==> src/rtl/potbank_pkg.sv <==
package potbank_pkg;

  typedef enum logic [2:0] {
    OP_RD_WIPER    = 3'd0,
    OP_WR_WIPER    = 3'd1,
    OP_RD_DATA     = 3'd2,
    OP_WR_DATA     = 3'd3,
    OP_LOAD_WIPER  = 3'd4,
    OP_STORE_WIPER = 3'd5,
    OP_RD_STATUS   = 3'd6,
    OP_NOP         = 3'd7
  } pot_op_e;

  typedef enum logic [1:0] {
    RSRC_WIPER  = 2'd0,
    RSRC_DATA   = 2'd1,
    RSRC_STATUS = 2'd2,
    RSRC_NONE   = 2'd3
  } rd_src_e;

  typedef struct packed {
    logic    wiper_wr;
    logic    wiper_load;
    logic    dr_req;
    logic    dr_from_wiper;
    logic    rd_en;
    rd_src_e rd_src;
  } pot_dec_t;

endpackage

==> src/rtl/pot_cmd_decode.sv <==
module pot_cmd_decode
  import potbank_pkg::*;
(
  input  logic       valid,
  input  logic       enable,
  input  logic [2:0] op,
  output pot_dec_t   dec
);

  always_comb begin
    dec        = '0;
    dec.rd_src = RSRC_NONE;
    if (valid && enable) begin
      case (pot_op_e'(op))
        OP_RD_WIPER: begin
          dec.rd_en  = 1'b1;
          dec.rd_src = RSRC_WIPER;
        end
        OP_WR_WIPER:   dec.wiper_wr   = 1'b1;
        OP_RD_DATA: begin
          dec.rd_en  = 1'b1;
          dec.rd_src = RSRC_DATA;
        end
        OP_WR_DATA:    dec.dr_req     = 1'b1;
        OP_LOAD_WIPER: dec.wiper_load = 1'b1;
        OP_STORE_WIPER: begin
          dec.dr_req        = 1'b1;
          dec.dr_from_wiper = 1'b1;
        end
        OP_RD_STATUS: begin
          dec.rd_en  = 1'b1;
          dec.rd_src = RSRC_STATUS;
        end
        default: ;
      endcase
    end
  end

endmodule

==> src/rtl/pot_nv_writer.sv <==
module pot_nv_writer #(
  parameter int VAL_W        = 10,
  parameter int SEL_W        = 2,
  parameter int WRITE_CYCLES = 500000,
  localparam int CNT_W       = $clog2(WRITE_CYCLES + 1)
) (
  input  logic             clk,
  input  logic             rst_n,
  input  logic             req,
  input  logic [SEL_W-1:0] req_sel,
  input  logic [VAL_W-1:0] req_val,
  input  logic             frame_end,
  input  logic             wp_n,
  output logic             wip,
  output logic             commit,
  output logic [SEL_W-1:0] commit_sel,
  output logic [VAL_W-1:0] commit_val
);

  logic             pend_q, pend_d;
  logic [SEL_W-1:0] pend_sel_q;
  logic [VAL_W-1:0] pend_val_q;
  logic             pend_load;

  logic             busy_q, busy_d;
  logic [CNT_W-1:0] cnt_q, cnt_d;
  logic             start;
  logic             last;

  logic [SEL_W-1:0] job_sel_q;
  logic [VAL_W-1:0] job_val_q;

  assign pend_load = req && wp_n && !busy_q;
  assign start     = frame_end && pend_q && wp_n && !busy_q;
  assign last      = busy_q && (cnt_q == CNT_W'(1));

  always_comb begin
    pend_d = pend_q;
    if (frame_end)      pend_d = 1'b0;
    else if (pend_load) pend_d = 1'b1;

    busy_d = busy_q;
    cnt_d  = cnt_q;
    if (start) begin
      busy_d = 1'b1;
      cnt_d  = CNT_W'(WRITE_CYCLES);
    end else if (busy_q) begin
      cnt_d = cnt_q - CNT_W'(1);
      if (last) busy_d = 1'b0;
    end
  end

  always_ff @(posedge clk or negedge rst_n) begin
    if (!rst_n) begin
      pend_q <= 1'b0;
      busy_q <= 1'b0;
      cnt_q  <= '0;
    end else begin
      pend_q <= pend_d;
      busy_q <= busy_d;
      cnt_q  <= cnt_d;
    end
  end

  always_ff @(posedge clk) begin
    if (pend_load && !frame_end) begin
      pend_sel_q <= req_sel;
      pend_val_q <= req_val;
    end
    if (start) begin
      job_sel_q <= pend_sel_q;
      job_val_q <= pend_val_q;
    end
  end

  assign wip        = busy_q;
  assign commit     = last;
  assign commit_sel = job_sel_q;
  assign commit_val = job_val_q;

endmodule

==> src/rtl/pot_tap_decoder.sv <==
module pot_tap_decoder #(
  parameter int CODE_W = 10,
  localparam int TAPS  = 1 << CODE_W
) (
  input  logic [CODE_W-1:0] code,
  output logic [TAPS-1:0]   tap
);

  for (genvar i = 0; i < TAPS; i++) begin : g_tap
    assign tap[i] = (code == CODE_W'(i));
  end

endmodule

==> src/rtl/pot_state_bank.sv <==
module pot_state_bank
  import potbank_pkg::*;
#(
  parameter int WIPER_W      = 10,
  parameter int NUM_DR       = 4,
  parameter int WRITE_CYCLES = 500000,
  localparam int SEL_W       = $clog2(NUM_DR),
  localparam int TAPS        = 1 << WIPER_W
) (
  input  logic               clk,
  input  logic               rst_n,
  input  logic               cmd_valid,
  input  logic [2:0]         cmd_op,
  input  logic [SEL_W-1:0]   cmd_sel,
  input  logic [WIPER_W-1:0] cmd_wdata,
  input  logic               frame_end,
  input  logic               wp_n,
  output logic               rd_valid,
  output logic [WIPER_W-1:0] rd_data,
  output logic               wip,
  output logic [WIPER_W-1:0] wiper,
  output logic [TAPS-1:0]    tap_sel
);

  pot_dec_t dec;
  logic     recall_q;

  logic [NUM_DR-1:0][WIPER_W-1:0] dr_q;
  logic [WIPER_W-1:0] wiper_q, wiper_d;
  logic               wiper_en;

  logic               wip_w;
  logic               commit;
  logic [SEL_W-1:0]   commit_sel;
  logic [WIPER_W-1:0] commit_val;
  logic [WIPER_W-1:0] req_val;

  logic               rd_valid_q;
  logic [WIPER_W-1:0] rd_data_q, rd_mux;

  pot_cmd_decode u_decode (
    .valid  (cmd_valid),
    .enable (!recall_q),
    .op     (cmd_op),
    .dec    (dec)
  );

  assign req_val = dec.dr_from_wiper ? wiper_q : cmd_wdata;

  pot_nv_writer #(
    .VAL_W        (WIPER_W),
    .SEL_W        (SEL_W),
    .WRITE_CYCLES (WRITE_CYCLES)
  ) u_writer (
    .clk        (clk),
    .rst_n      (rst_n),
    .req        (dec.dr_req),
    .req_sel    (cmd_sel),
    .req_val    (req_val),
    .frame_end  (frame_end),
    .wp_n       (wp_n),
    .wip        (wip_w),
    .commit     (commit),
    .commit_sel (commit_sel),
    .commit_val (commit_val)
  );

  // Persistent cells: deliberately untouched by reset.
  for (genvar g = 0; g < NUM_DR; g++) begin : g_dr
    logic               hit;
    logic [WIPER_W-1:0] cell_q;
    assign hit = commit && (commit_sel == SEL_W'(g));
    always_ff @(posedge clk) begin
      if (hit) cell_q <= commit_val;
    end
    assign dr_q[g] = cell_q;
  end

  // Wiper next state: recall beats any command.
  always_comb begin
    wiper_en = 1'b0;
    wiper_d  = wiper_q;
    if (recall_q) begin
      wiper_en = 1'b1;
      wiper_d  = dr_q[0];
    end else if (dec.wiper_wr) begin
      wiper_en = 1'b1;
      wiper_d  = cmd_wdata;
    end else if (dec.wiper_load) begin
      wiper_en = 1'b1;
      wiper_d  = dr_q[cmd_sel];
    end
  end

  always_ff @(posedge clk or negedge rst_n) begin
    if (!rst_n) begin
      recall_q <= 1'b1;
      wiper_q  <= '0;
    end else begin
      recall_q <= 1'b0;
      if (wiper_en) wiper_q <= wiper_d;
    end
  end

  always_comb begin
    case (dec.rd_src)
      RSRC_WIPER:  rd_mux = wiper_q;
      RSRC_DATA:   rd_mux = dr_q[cmd_sel];
      RSRC_STATUS: rd_mux = WIPER_W'(wip_w);
      default:     rd_mux = rd_data_q;
    endcase
  end

  always_ff @(posedge clk or negedge rst_n) begin
    if (!rst_n) begin
      rd_valid_q <= 1'b0;
      rd_data_q  <= '0;
    end else begin
      rd_valid_q <= dec.rd_en;
      if (dec.rd_en) rd_data_q <= rd_mux;
    end
  end

  pot_tap_decoder #(.CODE_W(WIPER_W)) u_taps (
    .code (wiper_q),
    .tap  (tap_sel)
  );

  assign rd_valid = rd_valid_q;
  assign rd_data  = rd_data_q;
  assign wip      = wip_w;
  assign wiper    = wiper_q;

endmodule

==> config.mk <==
export PLATFORM = sky130hd
export DESIGN_NAME = pot_state_bank
export DESIGN_NICKNAME = d
export VERILOG_FILES = /design/src/rtl/potbank_pkg.sv /design/src/rtl/pot_cmd_decode.sv /design/src/rtl/pot_nv_writer.sv /design/src/rtl/pot_tap_decoder.sv /design/src/rtl/pot_state_bank.sv
export SDC_FILE = /design/constraint.sdc
export NUM_CORES = 1
export LEC_CHECK = 0
export BUFFER_PORTS_ARGS = -buffer_cell sky130_fd_sc_hd__buf_2
export CELL_PAD_IN_SITES_DETAIL_PLACEMENT = 0
export CELL_PAD_IN_SITES_GLOBAL_PLACEMENT = 1
export CORE_AREA = 2 2 411 413
export DETAILED_ROUTE_END_ITERATION = 8
export DIE_AREA = 0 0 413 415
export PLACE_DENSITY = 0.31
export SLEW_MARGIN = 10
export SYNTH_ARGS = -nofsm -noshare
export SYNTH_HDL_FRONTEND = slang
export SYNTH_SLANG_ARGS = --single-unit
==> constraint.sdc <==
create_clock -name clk -period 3.3 [get_ports clk]
set_input_delay 0.165 -clock clk [delete_from_list [all_inputs] [get_ports clk]]
set_output_delay 0.165 -clock clk [all_outputs]
set_load 0.01 [all_outputs]
==> flow_summary.toml <==
[global_route]
grtUsageMet3_pct = 2.982
met2_usage_pct = 27.20
grt_start_max_net_pins = 72
grt-busiest-layer = "met2"
grt_pass1_vias = 15830
grt_pass1_wl_um = 173500
overflow = 0
grtUsageTotal_pct = 15.25
globalRouteMet1Util_pct = 18.86
antenna_found_initial = 19

[floorplan]
core_um2 = 166700
dieHeight_um = 415
fp.dieW_um = 413
die_area_um2 = 171400
start_util_pct = 6.058
ios = 1066
std_cell_rows = 150

[clocking]
cts_sinks = 107
cts_tree = "built"
clock-root-buffer = "clkbuf_16"
clockBufferDepth = 2
cts_setup_buffers = 0
clk_pin_slew_ns = 0.08
cts_buffers = 9
cts-htree-levels = 3
clock_latency_ns = 0.36

[sta]
setup_viol_count_final = 0
maxSlewHeadroom_pct = 28.15
finalClockSkew_ns = 0.01477
drv_slew = 0
final.setup.tns_ns = 0
fin_crit_sh_pct = 93.47
rsz0062_at_grt = "no"
tightest_slew_ns = 1.072
fmax_ghz = 0.3242
period_needed_ns = 3.084
final-hold-violation-count = 31
whs_ns = -0.04872

[min_path]
hold_path_class = "input port to asynchronous set/reset pin"

[route]
viasPerCell = 3.294
wirelength_um = 139100
ant_nets = 0
drt_iter0_markers = 982
dr.pass1.iters = 5
vias = 16607
wl_per_cell_um = 27.59
drc = 0

[worst_setup_path]
cp-start-kind = "flip-flop"
worstPathRequired_ns = 3.13
cp-end-kind = "output pin"
arrival_ns = 2.92
criticalPathCategory = "flip-flop to output pin"
crit_fanout = 16

[synthesis]
synth.top_cell.area_share_pct = 39.34
synthArstFlopShare_pct = 40.19
yosysMostFrequentCell = "nor2_1"
ys_seq_area_share_pct = 29.71
synthDistinctLibCells = 45
syn_nets = 1827
yosysTopAreaCell = "nor2_1"
yosys-top-cells-area = "nor2_1, edfxtp_1, nand2_1"
syn_area_um2 = 10100
synth_flop_cell = "edfxtp_1"
synth_common_cells = "nor2_1, nand2_1, clkbuf_1, edfxtp_1, dfrtp_1"
synth_edf_count = 64
avgSynthCellArea_um2 = 5.603
synthCells = 1802
ys_ff_latch = 107
yosys_warnings = 0

[finish]
final_core_util_pct = 11.58
area_delta_synth_final_pct = 91.24
drive_above_1_share_pct = 44.73
nNetsFinal = 2857

[power]
p_leak_nw = 9.640
cellPowerDensity_nw_per_um2 = 221.7
power.total_mw = 4.281
peakVddDrop_v = 0.0001621

[run_status]
status = "complete, but fails checks"
violations = "hold timing"

[place]
io_buffers = 1065
hpwl_um = 113500
gp_congestion = 0.7834

[run]
cap_violations = 0
[per-stage QoR]
step | setup slack [ns] | instances | cell area, um^2
2_1_floorplan | 0.4306 | 1802 | 10100
3_3_place_gp | 0.3487 | 5025 | 18980
3_5_place_dp | 0.3331 | 5025 | 18980
4_1_cts | 0.06790 | 5041 | 19300
5_1_grt | 0.03856 | 5041 | 19300
6_report | 0.2156 | 5042 | 19310
[cells in the final DEF, fill, tap and decap left out, drive strengths merged, types with 2 or more instances in the layout]
master / netlist / layout
buf: 32 / 1186
o211ai: 3 / 3
xor2: 2 / 2
nor3: 18 / 18
nand4: 2 / 2
o21ai: 4 / 4
nand3: 8 / 8
o31ai: 7 / 7
clkinvlp: 0 / 2
nor3b: 3 / 3
nor2b: 3 / 3
mux2i: 4 / 4
edfxtp: 64 / 64
or2: 2 / 2
clkbuf: 135 / 10
ha: 5 / 5
nor2: 1058 / 1058
inv: 8 / 10
nand2b: 12 / 12
nand4b: 2 / 2
dfrtp: 42 / 42
o311ai: 2 / 2
mux4: 10 / 10
a31oi: 11 / 11
nand2: 292 / 292
or4: 7 / 7
a21oi: 10 / 10
or3: 8 / 8
mux2: 10 / 10
xnor2: 2 / 2
a22oi: 9 / 9
o22ai: 10 / 10
nor4: 9 / 9
[path summary, 6_finish.rpt]
kind,cells after the start,end,from,slack (ns)
worst max-delay path,6,tap_sel[891],wiper[5],0.22
worst min-delay path,1,u_writer.cnt_q[2],rst_n,-0.05
worst max register to register,8,rd_data[5],recall_q,0.66
worst min register to register,0,u_writer.commit_sel[0],u_writer.pend_sel_q[0],0.42
max in group asynchronous,2,u_writer.cnt_q[5],rst_n,2.58
min in group clk,2,rd_valid,cmd_op[0],0.08
[power by group]
group	internal (mW)	switching, mW	total, mW
Clock	0.618	0.538	1.16
Combinational	0.393	1.03	1.43
Sequential	1.54	0.161	1.70
[timing repair]
item,CTS,global route
gates resized for setup,4,0
setup endpoints to repair,5,0
endpoints found under the hold margin,0,0
hold buffers,0,0
[per-layer routing]
metal / vias to the layer above / share of wire (%)
met5: - / 0.031
met4: 6 / 2.1
met3: 81 / 5.9
met2: 702 / 50
met1: 8173 / 42
li1: 7645 / -
[flip-flops by register name, indices dropped and copies added, names as in the netlist]
| signal | flops |
|---|---|
| g_dr.cell_q | 40 |
| rd_data | 10 |
| rd_valid | 1 |
| recall_q | 1 |
| u_writer.cnt_q | 19 |
| u_writer.commit_sel | 2 |
| u_writer.commit_val | 10 |
| u_writer.pend_q | 1 |
| u_writer.pend_sel_q | 2 |
| u_writer.pend_val_q | 10 |
| u_writer.wip | 1 |
| wiper | 10 |
[kinds of logic after synthesis]
group / after synthesis / synth area share (%)
and+or+nand+nor: 1427 / 55.10
buffers and inverters: 175 / 6.618
DFF: 107 / 29.71
AOI/OAI and AO/OA: 59 / 3.829
muxes: 24 / 3.743
adders and majority gates: 5 / 0.6197
xor gates and xnor gates: 4 / 0.3471
other: 1 / 0.03714
[cell type report]
type	count	area [um^2]
fill	19976	147400
antenna	1	2.502
clock buffer	10	239.0
sequential	107	3000
inverter	8	30.03
multi-input combinational	1520	6648
clock inverter	6	71.32
timing repair buffer	1186	6559
tap	2204	2758
[worst max-delay path, stage by stage (launching register included)]
cell     delay [ns]
dfrtp_1        0.74
nand2_1        0.31
nor2_2         0.15
buf_4          0.28
nand2_1        0.43
nor2_1         0.40
buf_2          0.22
(Power assumes the default switching activity.)
